## src/rtl/nanp_pkg.sv

```systemverilog
package nanp_pkg;
  typedef enum logic [1:0] {
    RULE_FIRST  = 2'd0,
    RULE_SECOND = 2'd1,
    RULE_MAG    = 2'd2,
    RULE_SIGPRI = 2'd3
  } rule_e;

  typedef struct packed {
    logic is_nan;
    logic is_sig;
  } nclass_t;
endpackage

```

## src/rtl/nanp_classify.sv

```systemverilog
module nanp_classify
  import nanp_pkg::*;
#(
  parameter int EXP_W  = 8,
  parameter int FRAC_W = 23
) (
  input  logic [EXP_W+FRAC_W-1:0] mag,
  input  logic                    sig_top_set,
  input  logic                    no_sig_mode,
  output nclass_t                 cls
);
  localparam int QBIT = FRAC_W - 1;

  logic exp_full;
  logic frac_nz;

  always_comb begin
    exp_full   = &mag[EXP_W+FRAC_W-1:FRAC_W];
    frac_nz    = |mag[FRAC_W-1:0];
    cls.is_nan = exp_full && frac_nz;
    cls.is_sig = cls.is_nan && !no_sig_mode && (mag[QBIT] == sig_top_set);
  end
endmodule

```

## src/rtl/nanp_select.sv

```systemverilog
module nanp_select
  import nanp_pkg::*;
#(
  parameter int EXP_W  = 8,
  parameter int FRAC_W = 23
) (
  input  logic [EXP_W+FRAC_W:0] a,
  input  logic [EXP_W+FRAC_W:0] b,
  input  nclass_t               ca,
  input  nclass_t               cb,
  input  rule_e                 rule,
  output logic                  pick_b
);
  localparam int W = 1 + EXP_W + FRAC_W;

  logic a_larger;

  // Sign-stripped magnitude compare; on a tie the positive operand counts as larger.
  always_comb begin
    if (a[W-2:0] < b[W-2:0])      a_larger = 1'b0;
    else if (b[W-2:0] < a[W-2:0]) a_larger = 1'b1;
    else                          a_larger = (a < b);
  end

  always_comb begin
    pick_b = 1'b0;
    case (rule)
      RULE_FIRST:  pick_b = !ca.is_nan;
      RULE_SECOND: pick_b = cb.is_nan;
      RULE_MAG: begin
        if (ca.is_sig && cb.is_nan && !cb.is_sig)      pick_b = 1'b1;
        else if (cb.is_sig && ca.is_nan && !ca.is_sig) pick_b = 1'b0;
        else if (ca.is_nan && cb.is_nan)               pick_b = !a_larger;
        else                                           pick_b = !ca.is_nan;
      end
      RULE_SIGPRI: begin
        if (ca.is_sig)      pick_b = 1'b0;
        else if (cb.is_sig) pick_b = 1'b1;
        else if (ca.is_nan) pick_b = 1'b0;
        else                pick_b = 1'b1;
      end
      default: pick_b = 1'b0;
    endcase
  end
endmodule

```

## src/rtl/nanp_quieten.sv

```systemverilog
module nanp_quieten #(
  parameter int EXP_W  = 8,
  parameter int FRAC_W = 23
) (
  input  logic [EXP_W+FRAC_W:0] chosen,
  input  logic                  chosen_sig,
  input  logic                  sig_top_set,
  input  logic                  dflt_mode,
  output logic [EXP_W+FRAC_W:0] result
);
  localparam int W    = 1 + EXP_W + FRAC_W;
  localparam int QBIT = FRAC_W - 1;

  logic [FRAC_W-1:0] dflt_frac;

  always_comb begin
    dflt_frac = sig_top_set ? {1'b0, {(FRAC_W-1){1'b1}}}
                            : {1'b1, {(FRAC_W-1){1'b0}}};
    result = chosen;
    if (dflt_mode) begin
      result = {1'b0, {EXP_W{1'b1}}, dflt_frac};
    end else if (chosen_sig) begin
      if (sig_top_set) begin
        result[QBIT]   = 1'b0;
        result[QBIT-1] = 1'b1;
      end else begin
        result[QBIT] = 1'b1;
      end
    end
  end

  initial begin
    assert (FRAC_W >= 2 && W > FRAC_W) else $error("fraction field too narrow");
  end
endmodule

```

## src/rtl/nan_pick_unit.sv

```systemverilog
module nan_pick_unit
  import nanp_pkg::*;
#(
  parameter int EXP_W  = 8,
  parameter int FRAC_W = 23,
  localparam int W     = 1 + EXP_W + FRAC_W
) (
  input  logic         clk,
  input  logic         rst,
  input  logic [W-1:0] op_a,
  input  logic [W-1:0] op_b,
  input  logic         sig_top_set,
  input  logic         no_sig_mode,
  input  logic         dflt_mode,
  input  logic [1:0]   rule_sel,
  output logic [W-1:0] nan_q,
  output logic         invalid_q
);
  localparam int QBIT = FRAC_W - 1;
  localparam logic [W-1:0] DFLT_NORM = {1'b0, {EXP_W{1'b1}}, 1'b1, {(FRAC_W-1){1'b0}}};
  localparam logic [W-1:0] DFLT_INV  = {1'b0, {EXP_W{1'b1}}, 1'b0, {(FRAC_W-1){1'b1}}};

  logic [W-1:0] ops [2];
  nclass_t      cls [2];
  logic         pick_b;
  logic [W-1:0] chosen;
  logic         chosen_sig;
  logic [W-1:0] result_d;
  logic         past_ok;

  assign ops[0] = op_a;
  assign ops[1] = op_b;

  for (genvar i = 0; i < 2; i++) begin : g_cls
    nanp_classify #(.EXP_W(EXP_W), .FRAC_W(FRAC_W)) u_cls (
      .mag         (ops[i][W-2:0]),
      .sig_top_set (sig_top_set),
      .no_sig_mode (no_sig_mode),
      .cls         (cls[i])
    );
  end

  nanp_select #(.EXP_W(EXP_W), .FRAC_W(FRAC_W)) u_sel (
    .a      (op_a),
    .b      (op_b),
    .ca     (cls[0]),
    .cb     (cls[1]),
    .rule   (rule_e'(rule_sel)),
    .pick_b (pick_b)
  );

  assign chosen     = pick_b ? op_b : op_a;
  assign chosen_sig = pick_b ? cls[1].is_sig : cls[0].is_sig;

  nanp_quieten #(.EXP_W(EXP_W), .FRAC_W(FRAC_W)) u_qt (
    .chosen      (chosen),
    .chosen_sig  (chosen_sig),
    .sig_top_set (sig_top_set),
    .dflt_mode   (dflt_mode),
    .result      (result_d)
  );

  always_ff @(posedge clk) begin
    if (rst) begin
      nan_q     <= '0;
      invalid_q <= 1'b0;
      past_ok   <= 1'b0;
    end else begin
      nan_q     <= result_d;
      invalid_q <= cls[0].is_sig || cls[1].is_sig;
      past_ok   <= 1'b1;
    end
  end

  // no signaling NaNs means no invalid
  p_nosig_invalid_r2: assert property (@(posedge clk) disable iff (rst)
    past_ok && $past(no_sig_mode) |-> !invalid_q);

  // default-NaN mode yields the canonical pattern
  p_default_nan_r3: assert property (@(posedge clk) disable iff (rst)
    past_ok && $past(dflt_mode) |-> nan_q == ($past(sig_top_set) ? DFLT_INV : DFLT_NORM));

  // quiet NaN in a passes through untouched under first-wins
  p_first_pass_r4: assert property (@(posedge clk) disable iff (rst)
    past_ok && $past(rule_sel == 2'd0 && !dflt_mode && cls[0].is_nan && !cls[0].is_sig)
    |-> nan_q == $past(op_a));

  // normal polarity result is a quiet NaN
  p_quiet_norm_r9: assert property (@(posedge clk) disable iff (rst)
    past_ok && $past(!sig_top_set && !no_sig_mode && (cls[0].is_nan || cls[1].is_nan))
    |-> nan_q[QBIT] && (&nan_q[W-2:FRAC_W]));

  // inverted polarity result is a quiet NaN
  p_quiet_inv_r10: assert property (@(posedge clk) disable iff (rst)
    past_ok && $past(sig_top_set && !no_sig_mode && (cls[0].is_nan || cls[1].is_nan))
    |-> !nan_q[QBIT] && (|nan_q[FRAC_W-1:0]) && (&nan_q[W-2:FRAC_W]));
endmodule

```

## config.mk

```make
export PLATFORM = sky130hd
export DESIGN_NAME = nan_pick_unit
export DESIGN_NICKNAME = d
export VERILOG_FILES = /design/src/rtl/nanp_pkg.sv /design/src/rtl/nanp_classify.sv /design/src/rtl/nanp_select.sv /design/src/rtl/nanp_quieten.sv /design/src/rtl/nan_pick_unit.sv
export SDC_FILE = /design/constraint.sdc
export NUM_CORES = 1
export LEC_CHECK = 0
export CAP_MARGIN = 0
export CORE_ASPECT_RATIO = 0.7
export CORE_MARGIN = 2
export CORE_UTILIZATION = 40
export DETAILED_ROUTE_END_ITERATION = 16
export DONT_BUFFER_PORTS = 1
export GPL_TIMING_DRIVEN = 0
export HOLD_SLACK_MARGIN = 0.15
export SLEW_MARGIN = 5
export SYNTH_ARGS = -nofsm -noshare
export SYNTH_HDL_FRONTEND = slang
export SYNTH_SLANG_ARGS = --single-unit
```

## constraint.sdc

```tcl
create_clock -name clk -period 7.9 [get_ports clk]
set_input_delay 1.185 -clock clk [delete_from_list [all_inputs] [get_ports clk]]
set_output_delay 1.185 -clock clk [all_outputs]
set_load 0.005 [all_outputs]
```

======== After elaboration in Yosys (flattened, before gate mapping) ========
Index checks and enable logic that the tools add are counted.
word-level totals
  bits in registers ....................... 33
  input port bits ......................... 71
  logic and storage cells ................. 52
operators by class
  order comparisons ....................... 3
  equality and inequality tests ........... 5
  mux-type cells .......................... 18
  reduce and logical (&&, ||, !) cells .... 23
operators by type and width
  cell                number
  $lt 31x31->1        2
  $reduce_or 23->1    2
  $lt 32x32->1        1
  $mux 32             1
  $mux 23             1
  $mux 21             1
  $reduce_and 8->1    2
  $logic_and 1x1->1   11
  $mux 1              11
  $mux 8              1
  $logic_not 1->1     5
  $eq 2x2->1 const B  2
  $mux 2              2
  $pmux 1 s4          1
  $eq 1x1->1          2
  $eq 2x1->1 const B  1
  $logic_not 2->1     1
  $reduce_or 2->1     1
  $logic_or 1x1->1    1

======== Logic depth before layout (Yosys ltp) ========
  word-level depth ........................ 13
  depth in mapped cells ................... 12
  depth with buffers taken out ............ 10

======== By module ========
A second synthesis with hierarchy kept.
second synthesis, totals
  cells, all modules ...................... 414
  area, all modules ....................... 3583.4 sq um
by module, submodules not included
  module         instances  cells each  area each (sq um)
  nanp_select    1          219         1597.8
  nan_pick_unit  1          106         1462.7
  nanp_quieten   1          61          312.8
  nanp_classify  2          14          105.1

======== Worst setup path after synthesis ========
OpenSTA, ideal clock, no wires.
  path kind ............................... input-to-reg
  start point ............................. input op_a[2]
  end point ............................... register nan_q[21]
  setup time .............................. 0.134 ns
  data arrival time ....................... 3.550 ns
  slack ................................... 4.217 ns
  stages on the path ...................... 12
  cells stage by stage .................... inv_1 > ha_1 > a21oi_1 > a21oi_1 > o31ai_2 > a221oi_1 > a2111oi_1 > a211o_1 > buf_6 > buf_12 > mux2i_1 > o32ai_1
between the ends
  cells in the longest elaborated chain, start to end .. 13
  elaborated cells between the ends (all ways) .. 29
  classes of those cells .................. 3 x order compare; 14 x mux; 12 x reduce/logical
ends and longest elaborated chain
  element                                                                RTL line             text
  start: declaration                                                     nan_pick_unit.sv:10  input logic [W-1:0] op_a,
  parallel branches: the longest is 11 deep, another holds $lt 32x32->1  -
  $mux 2 (*)                                                             nanp_quieten.sv:22   end else if (chosen_sig) begin
  $mux 2 (*)                                                             nanp_quieten.sv:20   if (dflt_mode) begin
  end signal: assignment                                                 nan_pick_unit.sv:69  nan_q <= result_d;
  end: declaration                                                       nan_pick_unit.sv:16  output logic [W-1:0] nan_q,
Every way passes the cells marked *.
A chain may end at the register's enable or synchronous reset.

======== Worst setup path after layout ========
  start point ............................. input op_a[6]
  end point ............................... register nan_q[21]
The elaborated chain is that of the path after synthesis.

==> summary.md <==
| Metric | Value |
|---|---|
| Total power | 483 uW |
| Drt wl/cell | approximately 18 um |
| Vias | about 2.8k |
| Layout Area Growth over Synthesis | 8.41% |
| Leakage power | approximately 1.7 nW |
| Total GRT Usage | roughly a fifth |
| Ports | roughly 100 |
| Critical path depth | 12 |
| Bufs and invs on worst path | 3 |
| Largest family of logic cells by synthesized area | adder cells |
| Die Span X | about 110 um |
| Fmax | about 0.26 GHz |
| Gate count of the mapped netlist | about 380 |
| Pre-CTS worst setup slack | about 3.8 ns |
| Global-route wire length before repair | between 10000 and 15000 um |
| Status | finished, final reports clean |
| Critical-path cell list | inv_1, ha_1, nand4_1, a21oi_1, o31ai_2, a221oi_1, a2111oi_1, a211o_1, buf_6, buf_12, mux2i_1, o32ai_1 |
| Number of core rows | 27 |
| Total wire length | between 9000 and 10000 um |
| Final core utilization | around 44% |
| Post-synth EDFFs | 0 |
| Fin Hold WS | 1.08 ns |
| Grt ovf | 0 |
| Gpl congestion | between 0.8 and 0.9 |
| Post-CTS Hold Buffers | 0 |
| Drt pass-1 iters | 4 |
| Drt via density | 5.66 |
| Chip height | between 70 and 80 um |
| CTS root buffer | clkbuf_16 |
| Required time worst endpoint | 8.04 ns |
| Synth unique cells | 53 |
| Clk buf depth | 2 |
| Seq/Total Area, Yosys | 20.9% |
| Total negative setup slack | 0 ns |
| TritonCTS clock tree | built |
| Hold EP | nan_q[31] |
| Main synth FF type | dfxtp_1 |
| Port bufs | 0 |
| H-tree levels | 2 |
| RSZ-0062 raised after global routing | no |
| Final net count | 523 |
| Hold path depth | 2 |
| Pwr dens | approximately 140 mW/mm^2 |
| Clock sink total | 33 |
| Critical Path End Type | flip-flop |
| Max-cap violations | 0 |
| Synthesis-stage register bit count | 33 |
| VDD IR max | 87.0 uV |
| Fin crit share | roughly half |
| Critical path arrival | around 4 ns |
| Final worst path period need | slightly below 4 ns |
| Post-CTS resize count | 0 |
| Worst Hold Launch | op_b[31] |
| Mean post-synth cell area | between 8 and 9 sq um |
| Worst Tran Pin Value | ~1 ns |
| Post-Synth Adder-Cell Area | between 20% and 30% |
| Non-Filler Instances | 491 |
| XOR/XNOR Fraction of Synth Area | 0.833% |
| Synth Area in Simple Gates | around 15% |
| WS Path Type | in -> reg |
| Die area | approximately 0.0086 sq mm |
| Total CTS buffers | 5 |
| Post-Syn Nets | about 520 |
| Clk slew on worst S/H paths | approximately 0.06 ns |
| Compound-Gate Fraction of Synth Area | 18.5% |
| Placed Cells | between 400 and 500 |
| Startpoint Class | input port |
| Core ar. | approximately 0.008 sq mm |
| Setup Fix Bufs, Post-CTS | 0 |
| Setup ws final | 4.03 ns |
| Initial antenna violation count | 0 |
| Multiplexer share of the synthesized area | roughly a tenth |
| Post-Syn Area | 0.00316 sq mm |
| Initial core utilization | between 40% and 50% |
| ANT nets after route | 0 |
| Fin. max-slew vios | 0 |
| DRC | 0 |
| Worst Hold Class | in -> reg |
| Fin. Hold Viols | 0 |
| Layout cell share with drive strength beyond 1 | 4.87% |
| Pin count of the biggest net entering global routing | 11 |
| Final setup viols | 0 |
| Ant diodes | 0 |
| Dpl hpwl | about 7400 um |
| Post-synth ARST share | 0% |
| Vias in the first global route | between 2k and 3k |
| CP max stage delay | 0.91 ns |
| Post-DP Area | ~0.0033 sq mm |
| Crit-path max FO | 10 |
| Slowest CP cell | a2111oi_1 |
| Slew HR | 33.3% |
| Initial DRC count | between 150 and 200 |
| Final instance area | roughly 0.0034 sq mm |
| Crit path max-delay family | compound AO/OA/AOI/OAI gates |
| YS warnings | 0 |
-- flip-flops by register name, summed over array words and instances (netlist names) --
name	count
nan_q	32
invalid_q	1
-- power breakdown --
group	internal [mW]	switching (mW)
combinational	0.0457	0.0591
sequential	0.179	0.00586
clock	0.116	0.0771
total	0.341	0.142
-- layout make-up --
class | count | area (sq um)
Clock buffer | 6 | 129
Tap cell | 101 | 126
Sequential cell | 33 | 661
Clock inverter | 2 | 10.0
Multi-Input combinational cell | 274 | 2180
Fill cell | 791 | 4350
Inverter | 66 | 248
Buffer | 9 | 66.3
-- Yosys cell counts, types with 3 or more instances --
cell type  instances  area share (%)
xor2_1             3            0.83
clkbuf_1           5            0.59
o2111ai_1          3            0.83
nand3_1            7             1.1
o21ai_0           23             3.6
o21a_1             4            0.95
mux2i_1           31             9.8
nor3_1             4            0.63
nand2_1           19             2.3
o21ai_1            9             1.4
a211oi_1           3            0.71
inv_1             65             7.7
nand4_1           12             2.4
dfxtp_1           33              21
a21oi_1           33             5.2
nand3b_1           3            0.71
nor2_1            11             1.3
nor4_1            12             2.4
ha_1              63              25
-- placed cells by master (no fill, tap or decap), drive strengths merged, types with 2 or more instances in the layout --
cell type	instances
a211oi	4
a21o	2
a21oi	33
a311oi	2
buf	4
clkbuf	11
clkinv	3
dfxtp	33
ha	63
inv	65
mux2i	31
nand2	19
nand3	8
nand3b	3
nand4	12
nor2	11
nor3	4
nor4	13
nor4b	2
o2111ai	3
o211ai	2
o21a	4
o21ai	32
or3	2
xor2	3
-- metal layers --
| metal | routed length, um | vias to the layer above | GRT usage (%) |
|---|---|---|---|
| li1 | - | 1365 | - |
| met1 | 4410 | 1330 | 29.6 |
| met2 | 3890 | 80 | 32.4 |
| met3 | 679 | 6 | 5.90 |
| met4 | 74 | 0 | 3.88 |
| met5 | 0 | - | 0 |
-- how the worst max path moves through the flow --
stage / start / endpoint / slack [ns]
after floorplan: op_a[2] / nan_q[21] / 4.22
after CTS: op_a[6] / nan_q[22] / 3.99
after global placement: op_a[6] / nan_q[21] / 3.73
final: op_a[6] / nan_q[21] / 4.03
after detailed placement: op_a[6] / nan_q[21] / 3.76
after global routing: op_a[6] / nan_q[21] / 3.77
-- logic make-up after synthesis --
kind of cell / Yosys count
xor gates and xnor gates: 3
AOI/OAI and AO/OA: 94
buffers and inverters: 75
and+or+nand+nor: 83
DFF: 33
muxes: 31
adders and majority gates: 63
(Power assumes the default switching activity.)
